[config.mk]
export PLATFORM = sky130hd
export DESIGN_NAME = cec_err_monitor
export DESIGN_NICKNAME = d
export VERILOG_FILES = /design/src/rtl/cec_err_monitor.sv
export SDC_FILE = /design/constraint.sdc
export NUM_CORES = 1
export LEC_CHECK = 0
export ABC_AREA = 0
export CORE_MARGIN = 8
export CORE_UTILIZATION = 55
export DETAILED_ROUTE_END_ITERATION = 8
export PLACE_DENSITY = 0.83
export SLEW_MARGIN = 10
export SYNTH_ARGS = -nofsm -noshare
export SYNTH_HDL_FRONTEND = slang
export SYNTH_SLANG_ARGS = --single-unit
[constraint.sdc]
create_clock -name clk -period 4.92 [get_ports clk]
set_input_delay 0.984 -clock clk [delete_from_list [all_inputs] [get_ports clk]]
set_output_delay 0.984 -clock clk [all_outputs]
set_load 0.05 [all_outputs]
[src/rtl/cec_err_monitor.sv]
module cec_err_monitor #(
  parameter int DLY_TICKS   = 3,
  parameter int WIN_TICKS   = 20,
  parameter int PULSE_TICKS = 36
) (
  input  logic       clk,
  input  logic       rst_n,
  input  logic       tick,
  input  logic       line_in,
  input  logic       ack_start,
  input  logic       ack_end,
  input  logic       byte_done,
  input  logic       buf_read,
  input  logic       wav_err_in,
  input  logic       wav_en,
  input  logic [3:0] irq_en,
  input  logic [3:0] clr,
  output logic       pull_low,
  output logic [3:0] status,
  output logic       irq
);
  localparam int SW = $clog2(WIN_TICKS + 1);
  localparam int DMAX = (DLY_TICKS > PULSE_TICKS) ? DLY_TICKS : PULSE_TICKS;
  localparam int DW = $clog2(DMAX + 1);

  typedef enum logic [2:0] {IDLE, DRIVE, DELAY, WATCH, PULSE} st_t;
  st_t st;

  logic [1:0]    sync;
  logic          line_s;
  logic [SW-1:0] cnt_s;
  logic [DW-1:0] cnt_d;
  logic          col_hit, mc_hit, ovr_hit, wav_hit, full;
  logic [3:0]    set_v;

  assign line_s   = sync[1];
  assign pull_low = (st == PULSE);
  assign col_hit  = (st == DELAY) && tick && (cnt_d == DW'(DLY_TICKS - 1)) && !line_s;
  assign mc_hit   = (st == WATCH) && !line_s;
  assign ovr_hit  = byte_done && full && !buf_read;
  assign wav_hit  = wav_err_in && wav_en;
  assign set_v    = {wav_hit, ovr_hit, mc_hit, col_hit};
  assign irq      = |(status & irq_en);

  always_ff @(posedge clk or negedge rst_n) begin
    if (!rst_n) sync <= 2'b11;
    else        sync <= {sync[0], line_in};
  end

  always_ff @(posedge clk or negedge rst_n) begin
    if (!rst_n) begin
      st    <= IDLE;
      cnt_s <= '0;
      cnt_d <= '0;
    end else begin
      case (st)
        IDLE: if (ack_start) begin
          st    <= DRIVE;
          cnt_s <= '0;
        end
        DRIVE: begin
          if (tick) cnt_s <= cnt_s + 1'b1;
          if (ack_end) begin
            st    <= DELAY;
            cnt_d <= '0;
          end
        end
        DELAY: if (tick) begin
          cnt_s <= cnt_s + 1'b1;
          if (cnt_d == DW'(DLY_TICKS - 1)) st <= line_s ? WATCH : IDLE;
          else cnt_d <= cnt_d + 1'b1;
        end
        WATCH: begin
          if (!line_s) begin
            st    <= PULSE;
            cnt_d <= '0;
          end else if (tick) begin
            if (cnt_s >= SW'(WIN_TICKS - 1)) st <= IDLE;
            else cnt_s <= cnt_s + 1'b1;
          end
        end
        PULSE: if (tick) begin
          if (cnt_d == DW'(PULSE_TICKS - 1)) st <= IDLE;
          else cnt_d <= cnt_d + 1'b1;
        end
        default: st <= IDLE;
      endcase
    end
  end

  always_ff @(posedge clk or negedge rst_n) begin
    if (!rst_n) begin
      full   <= 1'b0;
      status <= '0;
    end else begin
      if (byte_done)     full <= 1'b1;
      else if (buf_read) full <= 1'b0;
      status <= (status & ~clr) | set_v;
    end
  end
endmodule


### Word-level counts from Yosys, hierarchy flattened

Index checks and enable logic that the tools add are counted.

* flip-flop bits (word level): 21
* input bits: 18
* word-level logic and storage cells: 78

* $add $sub $neg: 2
* order comparisons: 1
* equality and inequality tests: 21
* multiplexer cells: 26
* bitwise logic cells: 4
* reductions and logical operators: 18

Operators with widths (count)
* 6-bit 2-to-1 mux: 6
* 3-bit 2-to-1 mux: 9
* 5-bit 2-to-1 mux: 5
* 6-bit case mux with 4 select lines: 1
* 2-bit != test (second input constant): 10
* 3-bit case mux with 5 select lines: 1
* 5-bit case mux with 3 select lines: 1
* 4-bit AND: 2
* 8-bit AND reduction: 1
* 1-bit logical AND: 7
* 7-bit AND reduction: 1
* 6-bit by 1-bit adder with 6-bit output (second input constant): 1
* 3-bit by 2-bit == test with 1-bit output (second input constant): 2
* 6-bit by 2-bit == test with 1-bit output (second input constant): 1
* 6-bit == test (second input constant): 1
* 2-bit by 1-bit != test with 1-bit output (second input constant): 3
* 6-bit AND reduction: 1
* 5-bit by 1-bit adder with 5-bit output (second input constant): 1
* 5-bit >= comparator (second input constant): 1
* 4-bit NOT: 1
* 4-bit OR: 1
* 4-bit nonzero test: 1
* 4-bit OR reduction: 1
* 3-bit by 1-bit == test with 1-bit output (second input constant): 1
* 10 further kinds: 12

### Logic depth before layout (Yosys ltp)

Gate-level depths: netlist (run 1).

* depth after elaboration: 5
* gate-level depth with buffers: 6

### Worst setup path before layout (run 1)

Ideal clock, no wire load.

* kind: in2out
* from: in irq_en[0]
* to: out irq
* arrival: 1457 ps
* setup slack: 2479 ps
* stages on the path: 2
* path buffers: 0
* path through: a22oi_1 -> nand2_1

* longest elaborated chain between the ends: 2

RTL lines
* start: declaration: RTL line 16 `input logic [3:0] irq_en,`
* 4-bit AND: RTL line 43 `assign irq = |(status & irq_en);`
* 4-bit OR reduction: RTL line 43
* end: declaration: RTL line 20 `output logic irq`

No other way between the ends.

### Final worst setup path (run 1)

Same ends and word-level chain as after synthesis.

==> impl_metrics.env, run 1 <==
export IMPL_syn_num_nets=154
export IMPL_clk_insertion_delay_late_ns=0.30
export IMPL_run_status="finished, final reports clean"
export IMPL_post_cts_sizing_count=0
export IMPL_cts_setup_buffers=0
export IMPL_clkSlewWorstSetupHoldPaths_ns=0.12
export IMPL_clock_tree_from_tritoncts="yes"
export IMPL_syn2layout_area_growth_pct=20.8
export IMPL_timing_final_crit_period_ns=3.36
export IMPL_floorplan_initialDensity_pct=58.2
export IMPL_pre_cts_slack_ns=1.56
export IMPL_cts_made_buffers=3
export IMPL_deepest_clock_path_buffer_count=2
export IMPL_critPathKind="in2out"
export IMPL_vias=1178
export IMPL_asyncSetResetFlopFracSynth_pct=100
export IMPL_detailedRoute_firstPassIterationCount=4
export IMPL_clk_root_buffer_cell="clkbuf_4"
export IMPL_timing_reg2reg_setup_slack_ns=2.48
export IMPL_globalRoute_totalOverflow=0
export IMPL_postSynthCellCount=133
export IMPL_routedWlPerCell_microns=15.6
export IMPL_timing_critical_path_to_type="primary output"
export IMPL_hold_viol_final=0
export IMPL_drv_cap=0
export IMPL_core_rowCount=17
export IMPL_final_setup_skew_ns=0.00643
export IMPL_drt_wl_total_microns=2860
export IMPL_drt_iter0_drc=48
export IMPL_final_layout_size_suffix_gt1_share_pct=10.3
export IMPL_remaining_routing_drc_violations=0
export IMPL_seq_area_frac_synth_pct=40.6
export IMPL_io_pins=24
export IMPL_design_die_area_sq_um=4180
export IMPL_rr_worst_depth=5
export IMPL_synth_edf_count=0
export IMPL_min_from="sync[0]$_DFF_PN1_"
export IMPL_htree_num_levels=1
export IMPL_hpwl_microns=2140
export IMPL_worstMarginPinSlew_ns=0.917
export IMPL_ir_drop_uv=339
export IMPL_worstPathMaxFanout=1
export IMPL_grt_total_usage_pct=14.4
export IMPL_power_density_nw_per_um2=506
export IMPL_crit_arrival_ns=2.38
export IMPL_die_span_x_microns=64.6
export IMPL_timing_slew_headroom_pct=38.7
export IMPL_hold_path_end="sync[1]$_DFF_PN1_"
export IMPL_rr_startpoint="cnt_s[0]$_DFFE_PN0P_"
export IMPL_clock_sinks=21
export IMPL_share_of_the_clock_period_used_by_the_worst_path_pct=68.3
export IMPL_cp_data_required_time_ns=3.94
export IMPL_io_buffer_count=23
export IMPL_floorplan_die_height_microns=64.6
export IMPL_floorplan_core_area_sq_um=2230
export IMPL_vias_cell=6.44
export IMPL_finalSetupViolCount=0
export IMPL_tns_ns=0
export IMPL_ys_ff_latch=21
export IMPL_start_kind="input pin"
export IMPL_place_detailed_instances=179
export IMPL_layout_cells_non_filler=183
export IMPL_timing_final_max_slew_violations=0
export IMPL_drtAntennaViolNets=0
export IMPL_setup_slack_ns=1.56
export IMPL_synth_main_ff_cell="dfrtp_1"
export IMPL_place_gp_congestion=0.845
export IMPL_rsz0062_at_grt="false"
export IMPL_synthesis_area_per_instance_sq_um=9.77
export IMPL_power_leakage_nw=0.665
export IMPL_fin_nets=177
export IMPL_number_of_distinct_library_cells_after_synthesis=52
export IMPL_antennaDiodeCount=0
export IMPL_timing_fmax_mhz=297
export IMPL_min_delay_path_depth=0
export IMPL_worst_hold_path_type="reg2reg"
export IMPL_yosysWarnings=0
export IMPL_largest_net_degree_at_the_start_of_global_routing=22
export IMPL_initial_antenna_violation_count=0
export IMPL_synth_area_sq_um=1300
export IMPL_grt_first_pass_wirelength_microns=5110
export IMPL_grt_pass1_vias=1118
export IMPL_r2r_end="cnt_s[2]$_DFFE_PN0P_"
export IMPL_cts_hold_repair_buffers=0
synthesized netlist by cell type, types with 2 or more instances:
cell       instances  share of area [%]
a22oi_1            2                1.2
clkbuf_1           3               0.87
dfrtp_1           19                 37
nor2_1             7                2.0
o221ai_1           2                1.3
o21ai_0            8                3.1
a31oi_1            2               0.96
mux2_2             2                1.7
dfstp_2            2                4.0
nand3_1            6                2.3
o211ai_1           3                1.7
xor2_1             2                1.3
a32o_1             3                2.3
inv_1             11                3.2
and2_1             2               0.96
ha_1               3                2.9
nand2_1            8                2.3
buf_2              2               0.77
nor3_1             3                1.2
o2111ai_1          2                1.3
nor4b_1            2                1.3
nand3b_1           4                2.3
nor2b_1            4                1.9
a21o_1             3                1.7
metrics by stage:
stage          power [W]  area [sq um]  utilization, %  hold slack (ns)
2_1_floorplan   0.000612          1300               -            0.345
3_3_place_gp    0.000693          1540            69.1            0.346
3_5_place_dp    0.000710          1540            69.1            0.347
4_1_cts         0.000797          1570            70.3            0.359
5_1_grt         0.000852          1570            70.3            0.363
6_report        0.000795          1570            70.3            0.355
worst max-delay path by stage:
stage	cells after the start	slack, ns	to	start
floorplan	2	2.48	irq	irq_en[0]
global placement	4	1.56	irq	irq_en[0]
detailed placement	4	1.56	irq	irq_en[0]
CTS	4	1.55	irq	irq_en[0]
global route	4	1.53	irq	irq_en[0]
finish	4	1.56	irq	irq_en[0]
power by group:
part	switching, W	internal [W]	total [W]	leakage [nW]
clock network	0.0000510	0.0000316	0.0000826	0.0150
registers	0.0000716	0.000215	0.000286	0.266
logic	0.000226	0.000200	0.000426	0.384
area by class of cell:
cell class | count | area (sq um)
inverter | 11 | 41.3
multi-input combinational | 96 | 709
clock buffer | 4 | 26.3
fill | 178 | 663
sequential | 21 | 528
timing repair buffer | 23 | 230
tap | 28 | 35.0
critical path: stages:
cell and delay, ns:
clkdlybuf4s50_1 0.46, a22oi_1 0.08, nand2_1 0.06, clkdlybuf4s50_1 0.79
layout by cell type, fill, tap and decap left out, types with 2 or more instances in the layout:
master	synthesis	final
xor2_1	2	2
mux2_2	2	2
nor2b_1	4	4
a31oi_1	2	2
clkdlybuf4s50_1	0	23
nand3_1	6	6
o21ai_0	8	8
nand3b_1	4	4
nor3_1	3	3
inv_1	11	11
o221ai_1	2	2
nand2_1	8	8
nor2_1	7	7
a32o_1	3	3
o211ai_1	3	3
dfstp_2	2	2
ha_1	3	3
o2111ai_1	2	2
a22oi_1	2	2
nor4b_1	2	2
and2_1	2	2
clkbuf_4	0	3
dfrtp_1	19	19
a21o_1	3	3
cell families after synthesis:
family,after synthesis,synth area share [%]
and+or+nand+nor,47,21.4
AOI/OAI and AO/OA,41,26.1
DFF,21,40.6
buffers and inverters,16,4.81
muxes,3,2.89
adders and majority gates,3,2.89
xor gates and xnor gates,2,1.35
routing by layer:
layer  GRT usage [%]  vias up  share of wire (%)
li1                -      551                  -
met1            18.3      570                 45
met2            24.3       49                 47
met3            2.58        8                6.2
met4            4.36        0                1.3
met5               0        -                  0
flip-flops by register name (all words and copies together) (netlist names):
register  flops
sync          2
cnt_d         6
status        4
cnt_s         5
st            3
full          1
Power figures use the tool's default switching activity.
==> run 2: changes to the inputs <==
CORE_UTILIZATION = 51   (was 55)
PLACE_DENSITY = 0.78   (was 0.83)
clock period = 3.2 ns   (was 4.92 ns; I/O delays follow)
==> run 2 against run 1 <==
Effect of this change:
- non-clock buffer count rose by 1
- clock skew barely moved
- sequential share of layout area fell by 0.24 points
- count of clock-buffer cells in the layout fell by 1
- total power rose by 55%
- first-iteration DRC count fell by 17%
- sequential power rose by 48%
- design area rose by 0.72%
- flip-flop and latch count did not move
- global-route usage fell by 1.3 points
- largest power group unchanged
==> impl_metrics.env, run 2 (synthesis gave the netlist of run 1 again) <==
export IMPL_floorplan_initialDensity_pct=53.0
export IMPL_design_die_area_sq_um=4420
export IMPL_grt_total_usage_pct=13.2
export IMPL_worstPathMaxFanout=17
export IMPL_regMostFlops="cnt_d"
export IMPL_drt_iter0_drc=40
export IMPL_syn2layout_area_growth_pct=21.7
export IMPL_clock_tree_from_tritoncts="yes"
export IMPL_run_status="finished, final reports clean"
export IMPL_core_rowCount=18
export IMPL_hold_viol_final=0
export IMPL_clkSlewWorstSetupHoldPaths_ns=0.12
export IMPL_fill_cells=205
export IMPL_deepest_clock_path_buffer_count=2
export IMPL_layout_commonest_cell="clkdlybuf4s50_1"
export IMPL_clock_power_share_pct=10.5
export IMPL_drv_cap=0
export IMPL_largest_net_degree_at_the_start_of_global_routing=22
export IMPL_floorplan_core_area_sq_um=2450
export IMPL_rsz0062_at_grt="false"
export IMPL_finalSetupViolCount=0
export IMPL_place_gp_congestion=0.835
export IMPL_antennaDiodeCount=0
export IMPL_io_pins=24
export IMPL_hpwl_microns=2100
export IMPL_cts_made_buffers=3
export IMPL_cts_setup_buffers=0
export IMPL_crit_arrival_ns=2.24
export IMPL_io_buffer_count=23
export IMPL_grt_first_pass_wirelength_microns=4620
export IMPL_final_layout_size_suffix_gt1_share_pct=11.5
export IMPL_critPathKind="reg2out"
export IMPL_drtAntennaViolNets=0
export IMPL_tns_ns=0
export IMPL_timing_fmax_mhz=347
export IMPL_htree_num_levels=1
export IMPL_timing_final_max_slew_violations=0
export IMPL_post_dp_cell_area_sq_um=1550
export IMPL_final_design_area_no_fill_sq_um=1580
export IMPL_vias=1137
export IMPL_met1_track_utilization_from_global_routing_pct=17.7
export IMPL_die_span_x_microns=66.5
export IMPL_groute_layer_met2_usage_pct=18.5
export IMPL_switching_power_w=0.000539
export IMPL_worstMarginPinSlew_ns=0.898
export IMPL_timing_slew_headroom_pct=38.6
export IMPL_detailedRoute_firstPassIterationCount=5
export IMPL_share_of_the_clock_period_used_by_the_worst_path_pct=90.1
export IMPL_clk_insertion_delay_late_ns=0.31
export IMPL_start_kind="flip-flop"
export IMPL_timing_critical_path_to_type="primary output"
export IMPL_power_density_nw_per_um2=778
export IMPL_largest_reg_flops=6
export IMPL_grt_pass1_vias=990
export IMPL_floorplan_die_height_microns=66.5
export IMPL_multiInputGateArea_sq_um=709
export IMPL_grt_busiest_layer="met2"
export IMPL_gate_power_share_pct=55.2
export IMPL_drt_wl_total_microns=2800
export IMPL_cp_data_required_time_ns=2.56
export IMPL_layout_cells_most_common_list="clkdlybuf4s50_1 (23), dfrtp_1 (19), inv_1 (11), nand2_1 (8), o21ai_0 (8)"
export IMPL_post_cts_sizing_count=0
export IMPL_reg_largest_list="cnt_d: 6 flops, cnt_s: 5 flops, status: 4 flops"
export IMPL_power_switching_fraction_pct=43.8
export IMPL_routedWlPerCell_microns=15.1
export IMPL_clock_sinks=21
export IMPL_p_int_w=0.000691
export IMPL_remaining_routing_drc_violations=0
export IMPL_worst_hold_path_type="reg2reg"
export IMPL_globalRoute_totalOverflow=0
export IMPL_final_setup_skew_ns=0.00618
export IMPL_final_seq_area_sq_um=528
export IMPL_seq_power_share_pct=34.4
export IMPL_clk_root_buffer_cell="clkbuf_4"
export IMPL_timing_final_crit_period_ns=2.88
export IMPL_grt_util_met3_pct=3.86
export IMPL_initial_antenna_violation_count=0
export IMPL_vias_cell=6.11
export IMPL_finalHoldWorstSlack_ns=0.370
export IMPL_ir_drop_uv=585
export IMPL_cts_hold_repair_buffers=0
export IMPL_power_leakage_nw=0.673
export IMPL_fin_nets=178
[run 2: cell count changes in the layout (fill, tap and decap cells not counted)]
cell	change
clkbuf_1	-1
buf_4	+1
clkinv_2	+1
[run 2: worst paths after layout]
| path | start | end | slack [ns] | cells past startpoint |
|---|---|---|---|---|
| max reg2reg | cnt_s[0]$_DFFE_PN0P_ | cnt_s[2]$_DFFE_PN0P_ | 0.70 | 5 |
| min reg2reg | sync[0]$_DFF_PN1_ | sync[1]$_DFF_PN1_ | 0.37 | 0 |
| max | st[0]$_DFFE_PN0P_ | pull_low | 0.32 | 3 |
| min in group asynchronous | rst_n | st[0]$_DFFE_PN0P_ | 0.84 | 1 |
| max in group asynchronous | rst_n | cnt_d[3]$_DFFE_PN0P_ | 1.80 | 1 |
| min | sync[0]$_DFF_PN1_ | sync[1]$_DFF_PN1_ | 0.37 | 0 |
[run 2: power by group through the flow]
stage	Sequential, W	Combinational (W)	Clock [W]
floorplan	0.000408	0.000533	0
global placement	0.000421	0.000659	0
detailed placement	0.000427	0.000674	0
CTS	0.000422	0.000677	0.000137
global route	0.000434	0.000743	0.000148
finish	0.000423	0.000678	0.000129
[run 2: worst max-delay path: stages, from the launching register on]
cell and delay (ns):
dfrtp_1 0.57, nor2_1 0.38, and2_1 0.18, clkdlybuf4s50_1 0.80
[run 2: metal layers]
metal	share of wire [%]	up-vias
li1	-	549
met1	45	552
met2	44	32
met3	9.0	4
met4	2.0	0
met5	0	-
[run 2: through the flow]
step / utilization, % / instances / power [W] / worst slack (ns)
2_1_floorplan: - / 133 / 0.000941 / 1.12
3_3_place_gp: 63.3 / 182 / 0.00108 / 0.529
3_5_place_dp: 63.3 / 182 / 0.00110 / 0.521
4_1_cts: 64.4 / 186 / 0.00124 / 0.324
5_1_grt: 64.4 / 186 / 0.00133 / 0.175
6_report: 64.4 / 186 / 0.00123 / 0.315
[run 2: layout make-up]
class | instances | share of cell area, %
clock buffer | 3 | 1.42
inverter | 11 | 2.61
tap | 30 | 2.37
multi-input combinational | 96 | 44.9
clock inverter | 1 | 0.316
sequential | 21 | 33.4
timing repair buffer | 24 | 15.0
